`src/rtl/ht_pkg.sv`:
```
package ht_pkg;
    typedef enum logic {
        ST_IDLE   = 1'b0,
        ST_REFILL = 1'b1
    } ht_state_e;
endpackage

```
`src/rtl/ht_cam.sv`:
```
module ht_cam #(
    parameter int DEPTH  = 8,
    parameter int ADDR_W = 32,
    parameter int HASH_W = 32,
    localparam int IDX_W = (DEPTH > 1) ? $clog2(DEPTH) : 1
) (
    input  logic              clk,
    input  logic              rst_n,
    input  logic              wr_en,
    input  logic [IDX_W-1:0]  wr_idx,
    input  logic [ADDR_W-1:0] wr_start,
    input  logic [ADDR_W-1:0] wr_end,
    input  logic [HASH_W-1:0] wr_hash,
    input  logic [ADDR_W-1:0] q_start,
    input  logic [ADDR_W-1:0] q_end,
    input  logic [HASH_W-1:0] q_hash,
    output logic [DEPTH-1:0]  hit_vec,
    output logic [DEPTH-1:0]  heq_vec,
    output logic [DEPTH-1:0]  vld_vec
);
    for (genvar i = 0; i < DEPTH; i++) begin : g_ent
        logic [ADDR_W-1:0] st_q, en_q;
        logic [HASH_W-1:0] hs_q;
        logic              v_q;
        logic              sel;

        assign sel = wr_en && (wr_idx == IDX_W'(i));

        always_ff @(posedge clk or negedge rst_n) begin
            if (!rst_n) begin
                v_q <= 1'b0;
            end else if (sel) begin
                v_q <= 1'b1;
            end
        end

        always_ff @(posedge clk) begin
            if (sel) begin
                st_q <= wr_start;
                en_q <= wr_end;
                hs_q <= wr_hash;
            end
        end

        assign vld_vec[i] = v_q;
        assign hit_vec[i] = v_q && (st_q == q_start) && (en_q == q_end);
        assign heq_vec[i] = (hs_q == q_hash);
    end
endmodule

```
`src/rtl/ht_lru.sv`:
```
module ht_lru #(
    parameter int DEPTH = 8,
    localparam int IDX_W = (DEPTH > 1) ? $clog2(DEPTH) : 1
) (
    input  logic             clk,
    input  logic             rst_n,
    input  logic             touch_en,
    input  logic [IDX_W-1:0] touch_idx,
    input  logic [DEPTH-1:0] vld_vec,
    output logic [IDX_W-1:0] victim_idx
);
    localparam logic [IDX_W-1:0] OLDEST = IDX_W'(DEPTH - 1);

    logic [IDX_W-1:0] age_q [DEPTH];
    logic [IDX_W-1:0] ref_age;

    assign ref_age = age_q[touch_idx];

    always_ff @(posedge clk or negedge rst_n) begin
        if (!rst_n) begin
            for (int i = 0; i < DEPTH; i++) age_q[i] <= IDX_W'(i);
        end else if (touch_en) begin
            for (int i = 0; i < DEPTH; i++) begin
                if (IDX_W'(i) == touch_idx)  age_q[i] <= '0;
                else if (age_q[i] < ref_age) age_q[i] <= age_q[i] + 1'b1;
            end
        end
    end

    always_comb begin
        logic have_empty;
        victim_idx = '0;
        have_empty = 1'b0;
        for (int i = DEPTH - 1; i >= 0; i--) begin
            if (age_q[i] == OLDEST) victim_idx = IDX_W'(i);
        end
        for (int i = DEPTH - 1; i >= 0; i--) begin
            if (!vld_vec[i]) begin
                victim_idx = IDX_W'(i);
                have_empty = 1'b1;
            end
        end
    end
endmodule

```
`src/rtl/exp_hash_table.sv`:
```
module exp_hash_table #(
    parameter int DEPTH  = 8,
    parameter int ADDR_W = 32,
    parameter int HASH_W = 32
) (
    input  logic              clk,
    input  logic              rst_n,
    input  logic              lk_req,
    input  logic [ADDR_W-1:0] lk_start,
    input  logic [ADDR_W-1:0] lk_end,
    input  logic [HASH_W-1:0] lk_hash,
    output logic              lk_valid,
    output logic              lk_found,
    output logic              lk_match,
    input  logic              refill_go,
    input  logic              fill_vld,
    input  logic [ADDR_W-1:0] fill_start,
    input  logic [ADDR_W-1:0] fill_end,
    input  logic [HASH_W-1:0] fill_hash,
    output logic              fill_busy,
    output logic              fill_done
);
    import ht_pkg::*;

    localparam int IDX_W  = (DEPTH > 1) ? $clog2(DEPTH) : 1;
    localparam int FILL_N = (DEPTH > 1) ? DEPTH / 2 : 1;
    localparam int CNT_W  = $clog2(FILL_N + 1);

    ht_state_e        state_q, state_d;
    logic [CNT_W-1:0] cnt_q;
    logic [DEPTH-1:0] hit_vec, heq_vec, vld_vec;
    logic [IDX_W-1:0] hit_idx, victim_idx, touch_idx;
    logic             found_c, lk_take, wr_en, last_wr, touch_en;

    assign lk_take   = (state_q == ST_IDLE) && lk_req;
    assign wr_en     = (state_q == ST_REFILL) && fill_vld;
    assign last_wr   = wr_en && (cnt_q == CNT_W'(FILL_N - 1));
    assign found_c   = |hit_vec;
    assign touch_en  = wr_en || (lk_take && found_c);
    assign touch_idx = wr_en ? victim_idx : hit_idx;
    assign fill_busy = (state_q == ST_REFILL);

    always_comb begin
        hit_idx = '0;
        for (int i = DEPTH - 1; i >= 0; i--) begin
            if (hit_vec[i]) hit_idx = IDX_W'(i);
        end
    end

    // state register
    always_ff @(posedge clk or negedge rst_n) begin
        if (!rst_n) state_q <= ST_IDLE;
        else        state_q <= state_d;
    end

    // transitions: go_refill, refill_complete
    always_comb begin
        state_d = state_q;
        unique case (state_q)
            ST_IDLE:   if (refill_go) state_d = ST_REFILL;
            ST_REFILL: if (last_wr)   state_d = ST_IDLE;
            default:   state_d = ST_IDLE;
        endcase
    end

    always_ff @(posedge clk or negedge rst_n) begin
        if (!rst_n)                     cnt_q <= '0;
        else if (state_q == ST_IDLE)    cnt_q <= '0;
        else if (wr_en)                 cnt_q <= cnt_q + 1'b1;
    end

    // registered outputs
    always_ff @(posedge clk or negedge rst_n) begin
        if (!rst_n) begin
            lk_valid  <= 1'b0;
            lk_found  <= 1'b0;
            lk_match  <= 1'b0;
            fill_done <= 1'b0;
        end else begin
            lk_valid  <= lk_take;
            lk_found  <= lk_take && found_c;
            lk_match  <= lk_take && found_c && heq_vec[hit_idx];
            fill_done <= last_wr;
        end
    end

    ht_cam #(.DEPTH(DEPTH), .ADDR_W(ADDR_W), .HASH_W(HASH_W)) u_cam (
        .clk(clk), .rst_n(rst_n),
        .wr_en(wr_en), .wr_idx(victim_idx),
        .wr_start(fill_start), .wr_end(fill_end), .wr_hash(fill_hash),
        .q_start(lk_start), .q_end(lk_end), .q_hash(lk_hash),
        .hit_vec(hit_vec), .heq_vec(heq_vec), .vld_vec(vld_vec)
    );

    ht_lru #(.DEPTH(DEPTH)) u_lru (
        .clk(clk), .rst_n(rst_n),
        .touch_en(touch_en), .touch_idx(touch_idx),
        .vld_vec(vld_vec), .victim_idx(victim_idx)
    );
endmodule

```
`config.mk`:
```
export PLATFORM = sky130hd
export DESIGN_NAME = exp_hash_table
export DESIGN_NICKNAME = d
export VERILOG_FILES = /design/src/rtl/ht_pkg.sv /design/src/rtl/ht_cam.sv /design/src/rtl/ht_lru.sv /design/src/rtl/exp_hash_table.sv
export SDC_FILE = /design/constraint.sdc
export NUM_CORES = 2
export LEC_CHECK = 0
export BUFFER_PORTS_ARGS = -buffer_cell sky130_fd_sc_hd__buf_2
export CAP_MARGIN = 20
export CORE_MARGIN = 5
export CORE_UTILIZATION = 60
export CTS_CLUSTER_DIAMETER = 80
export CTS_CLUSTER_SIZE = 8
export DETAILED_ROUTE_END_ITERATION = 6
export PLACE_DENSITY = 0.79
export SLEW_MARGIN = 20
export SYNTH_ARGS = -nofsm -noshare
export SYNTH_HDL_FRONTEND = slang
export SYNTH_SLANG_ARGS = --single-unit
export TNS_END_PERCENT = 30
```
`constraint.sdc`:
```
create_clock -name clk -period 14.6 [get_ports clk]
set_clock_uncertainty 0.05 [all_clocks]
set_input_delay 0 -clock clk [delete_from_list [all_inputs] [get_ports clk]]
set_output_delay 0 -clock clk [all_outputs]
set_load 0.02 [all_outputs]
```
==> impl_metrics.sql <==
INSERT INTO impl_metrics (metric_group, metric, value, unit) VALUES
('critical_path', 'path_class', 'register to register', ''),
('timing', 'timing.final.crit_share', '0.417', ''),
('routing', 'initialDrtViolationCount', '3873', ''),
('floorplan', 'design.die.area', '64600', 'um^2'),
('timing', 'setup_repair_after_global_routing_missed_its_margin', 'no', ''),
('floorplan', 'die_y', '254', 'um'),
('cts', 'ctsResizeCount', '0', ''),
('place', 'place_hpwl', '82100', 'um'),
('logic_synthesis', 'yosysWarningCount', '0', ''),
('critical_path', 'reg2reg_slack', '8.51', 'ns'),
('grt', 'grt_first_pass_wirelength', '168000', 'um'),
('critical_path', 'critPathMaxFanout', '12', ''),
('critical_path', 'worst_r2r_endpoint', 'u_lru.age_q[17]', ''),
('critical_path', 'reg2reg_depth', '17', ''),
('routing', 'met3_wirelength', '18600', 'um'),
('timing', 'slew_violations', '0', ''),
('critical_path', 'setup.worst_path.end_class', 'register', ''),
('critical_path', 'critical_path.startpoint_type', 'register', ''),
('power', 'worst_ir_drop_vdd', '171', 'uV'),
('job', 'maximum_capacitance_violations', '0', ''),
('place', 'place.port_buffers', '201', ''),
('floorplan', 'ios', '202', ''),
('logic_synthesis', 'post_synthesis_instance_total', '2400', ''),
('timing', 'finalCriticalPeriod', '6.09', 'ns'),
('finish', 'flow.area_growth_from_synthesis', '16.1', '%'),
('power', 'total_power', '8.92', 'mW'),
('timing', 'relative_slew_slack', '0.239', ''),
('routing', 'drt.antenna.violating_nets', '0', ''),
('finish', 'post_route_cells_drive_above_1_share', '0.147', ''),
('grt', 'number_of_global_route_vias_before_repair', '22700', ''),
('logic_synthesis', 'synth_top_cell_area_share', '0.645', ''),
('cts', 'clk_latency', '0.68', 'ns'),
('logic_synthesis', 'synth.lib_cells_used.distinct', '91', ''),
('cts', 'cts_buffer_depth', '3', ''),
('logic_synthesis', 'synth_fp_nets', '2623', ''),
('critical_path', 'cpPeakStageDelay', '0.92', 'ns'),
('cts', 'cts_inserted_buffers', '111', ''),
('routing', 'met2_wirelength', '53000', 'um'),
('outcome', 'status', 'finished, final reports clean', ''),
('logic_synthesis', 'postSynthAreaPerCell', '14.9', 'um^2'),
('logic_synthesis', 'synth-seq-cells', '808', ''),
('cts', 'clkSlewWorstSetupHoldPaths', '0.06', 'ns'),
('routing', 'avgRoutedWirePerCell', '34.3', 'um'),
('routing', 'dr.max_layer_used', 'met4', ''),
('critical_path', 'r2r-start', 'u_cam.g_ent[4].en_q[12]', ''),
('logic_synthesis', 'portion_of_the_post_synthesis_area_used_by_sequential_elements', '0.674', ''),
('finish', 'layout.filler_cells', '3885', ''),
('critical_path', 'worst-endpoint-required', '15.09', 'ns'),
('finish', 'regArea', '24100', 'um^2'),
('logic_synthesis', 'synth_enable_flop_cells', '768', ''),
('min_path', 'min-delay-path-class', 'primary input to asynchronous set/reset pin', ''),
('finish', 'multiInputGateArea', '11000', 'um^2'),
('cts', 'cts_tree', 'done', ''),
('grt', 'grt_max_degree', '77', ''),
('logic_synthesis', 'netlist_area', '35700', 'um^2'),
('logic_synthesis', 'yosys_most_used_dff', 'sky130_fd_sc_hd__edfxtp_1', ''),
('routing', 'remaining_drc_errors', '0', ''),
('floorplan', 'dieWidth', '254', 'um'),
('critical_path', 'critPathArrivalTime', '6.58', 'ns'),
('routing', 'avgViaCountPerCell', '6.62', ''),
('timing', 'tightestPinTransition', '1.14', 'ns'),
('floorplan', 'effective_utilization_at_floorplan', '0.606', ''),
('cts', 'cts_htree_levels', '3', ''),
('routing', 'postRouteWirelength', '121000', 'um'),
('finish', 'fin_util', '0.703', ''),
('critical_path', 'crit_start', 'u_cam.g_ent[4].en_q[12]', ''),
('routing', 'met1_length', '45700', 'um'),
('logic_synthesis', 'ys_async_sr_fraction', '0.0495', ''),
('place', 'routabilityCongestion', '1.05', ''),
('power', 'power.leakage', '14.1', 'nW'),
('grt', 'antenna_found_initial', '6', '');
==> cell usage after synthesis (9+ instances only) <==
cell and number:
sky130_fd_sc_hd__edfxtp_1 768, sky130_fd_sc_hd__xnor2_1 345, sky130_fd_sc_hd__xor2_1 320, sky130_fd_sc_hd__nand4_1 106, sky130_fd_sc_hd__nor4_1 106, sky130_fd_sc_hd__inv_1 66
sky130_fd_sc_hd__buf_2 61, sky130_fd_sc_hd__nor2_1 56, sky130_fd_sc_hd__nand2_1 51, sky130_fd_sc_hd__nand2b_1 50, sky130_fd_sc_hd__clkbuf_1 40, sky130_fd_sc_hd__dfrtp_1 28
sky130_fd_sc_hd__ha_1 26, sky130_fd_sc_hd__nand3_1 26, sky130_fd_sc_hd__nor2b_1 24, sky130_fd_sc_hd__a21oi_1 22, sky130_fd_sc_hd__or2_2 18, sky130_fd_sc_hd__o2111ai_1 17
sky130_fd_sc_hd__o22ai_1 15, sky130_fd_sc_hd__o2bb2ai_1 15, sky130_fd_sc_hd__and2_1 13, sky130_fd_sc_hd__o21ai_0 13, sky130_fd_sc_hd__o221ai_1 13, sky130_fd_sc_hd__dfstp_2 12
sky130_fd_sc_hd__nor3_1 11, sky130_fd_sc_hd__a22o_1 9, sky130_fd_sc_hd__mux2i_1 9
==> worst max path at each step <==
stage,endpoint,slack (ns),cells past startpoint
finish,u_lru.age_q[17],8.51,17
global route,u_lru.age_q[17],8.23,16
CTS,u_lru.age_q[17],8.56,17
detailed placement,u_lru.age_q[17],8.60,17
global placement,u_lru.age_q[17],8.32,20
floorplan,u_cam.g_ent[1].en_q[0],5.22,9
==> layout by cell type, fill, tap and decap left out, types with 19 or more instances in the layout <==
master and n:
sky130_fd_sc_hd__dfrtp_1 28, sky130_fd_sc_hd__buf_2 201, sky130_fd_sc_hd__inv_1 66, sky130_fd_sc_hd__xor2_1 320
sky130_fd_sc_hd__clkbuf_1 19, sky130_fd_sc_hd__a21oi_1 20, sky130_fd_sc_hd__ha_1 26, sky130_fd_sc_hd__nor2_1 53
sky130_fd_sc_hd__nand2b_1 50, sky130_fd_sc_hd__nand3_1 26, sky130_fd_sc_hd__nand4_1 106, sky130_fd_sc_hd__edfxtp_1 768
sky130_fd_sc_hd__nor2b_1 24, sky130_fd_sc_hd__nor4_1 104, sky130_fd_sc_hd__dlygate4sd3_1 101, sky130_fd_sc_hd__nand2_1 51
sky130_fd_sc_hd__clkbuf_16 112, sky130_fd_sc_hd__xnor2_1 345
==> repair_timing <==
item,4_1_cts,5_1_grt
endpoints found under the hold margin,817,0
endpoints found under the setup margin,0,0
hold buffers,102,0
setup buffers,0,0
==> sequential cells by signal (all words and copies together) (netlist names) <==
name,count
u_cam.g_ent.en_q,256
cnt_q,3
fill_busy,1
u_lru.age_q,24
u_cam.g_ent.hs_q,256
lk_found,1
lk_match,1
u_cam.g_ent.v_q,8
fill_done,1
lk_valid,1
u_cam.g_ent.st_q,256
==> kinds of logic (layout without fill, tap and decap cells) <==
group,Yosys count,count (layout),share of synthesized area
AO/OA/AOI/OAI,213,213,0.0487
XOR/XNOR,665,665,0.163
adder cells (fa/ha/maj),26,26,0.00910
buffers and inverters,175,529,0.0212
flip-flops,808,808,0.674
multiplexers,10,10,0.00284
other,0,7,0
AND/OR/NAND/NOR,503,503,0.0816
==> final cells by class <==
class / count / share of cell area
Sequential cell: 808 / 0.580
Multi-Input combinational cell: 1417 / 0.265
Clock buffer: 131 / 0.0692
Timing Repair Buffer: 322 / 0.0526
Tap cell: 773 / 0.0233
Inverter: 68 / 0.00615
Clock inverter: 8 / 0.00356
Antenna cell: 7 / 0.000422
==> power breakdown <==
part	switching [mW]	internal (mW)	leakage (nW)	total [mW]
Combinational	1.79	0.844	5.21	2.63
Sequential	0.380	3.60	7.42	3.98
Clock	0.946	1.36	1.46	2.31
Total	3.12	5.81	14.1	8.92
==> critical path: cells and delay by family (launching register included) <==
| family | cells | cell delay, ns |
|---|---|---|
| multiplexers | 1 | 0.32 |
| AND/OR/NAND/NOR | 6 | 1.93 |
| adder cells (fa/ha/maj) | 1 | 0.40 |
| XOR/XNOR | 1 | 0.15 |
| AO/OA/AOI/OAI | 8 | 2.73 |
| flip-flops | 1 | 0.37 |
==> per-layer routing <==
metal / up-vias / GRT usage
met5: - / 0
met2: 1867 / 0.545
met4: 0 / 0.110
met3: 228 / 0.116
met1: 11800 / 0.543
li1: 9538 / -
==> stage by stage <==
step	instance area [um^2]	std cells	hold slack (ns)	setup slack, ns
6_report	41500	3534	0.0201	8.51
3_5_place_dp	37400	3286	0.144	8.60
5_1_grt	41500	3531	0.0883	8.23
3_3_place_gp	37400	3285	0.130	8.32
2_1_floorplan	35700	2400	-0.346	5.22
4_1_cts	41500	3527	0.0184	8.56
Power figures use the tool's default switching activity.
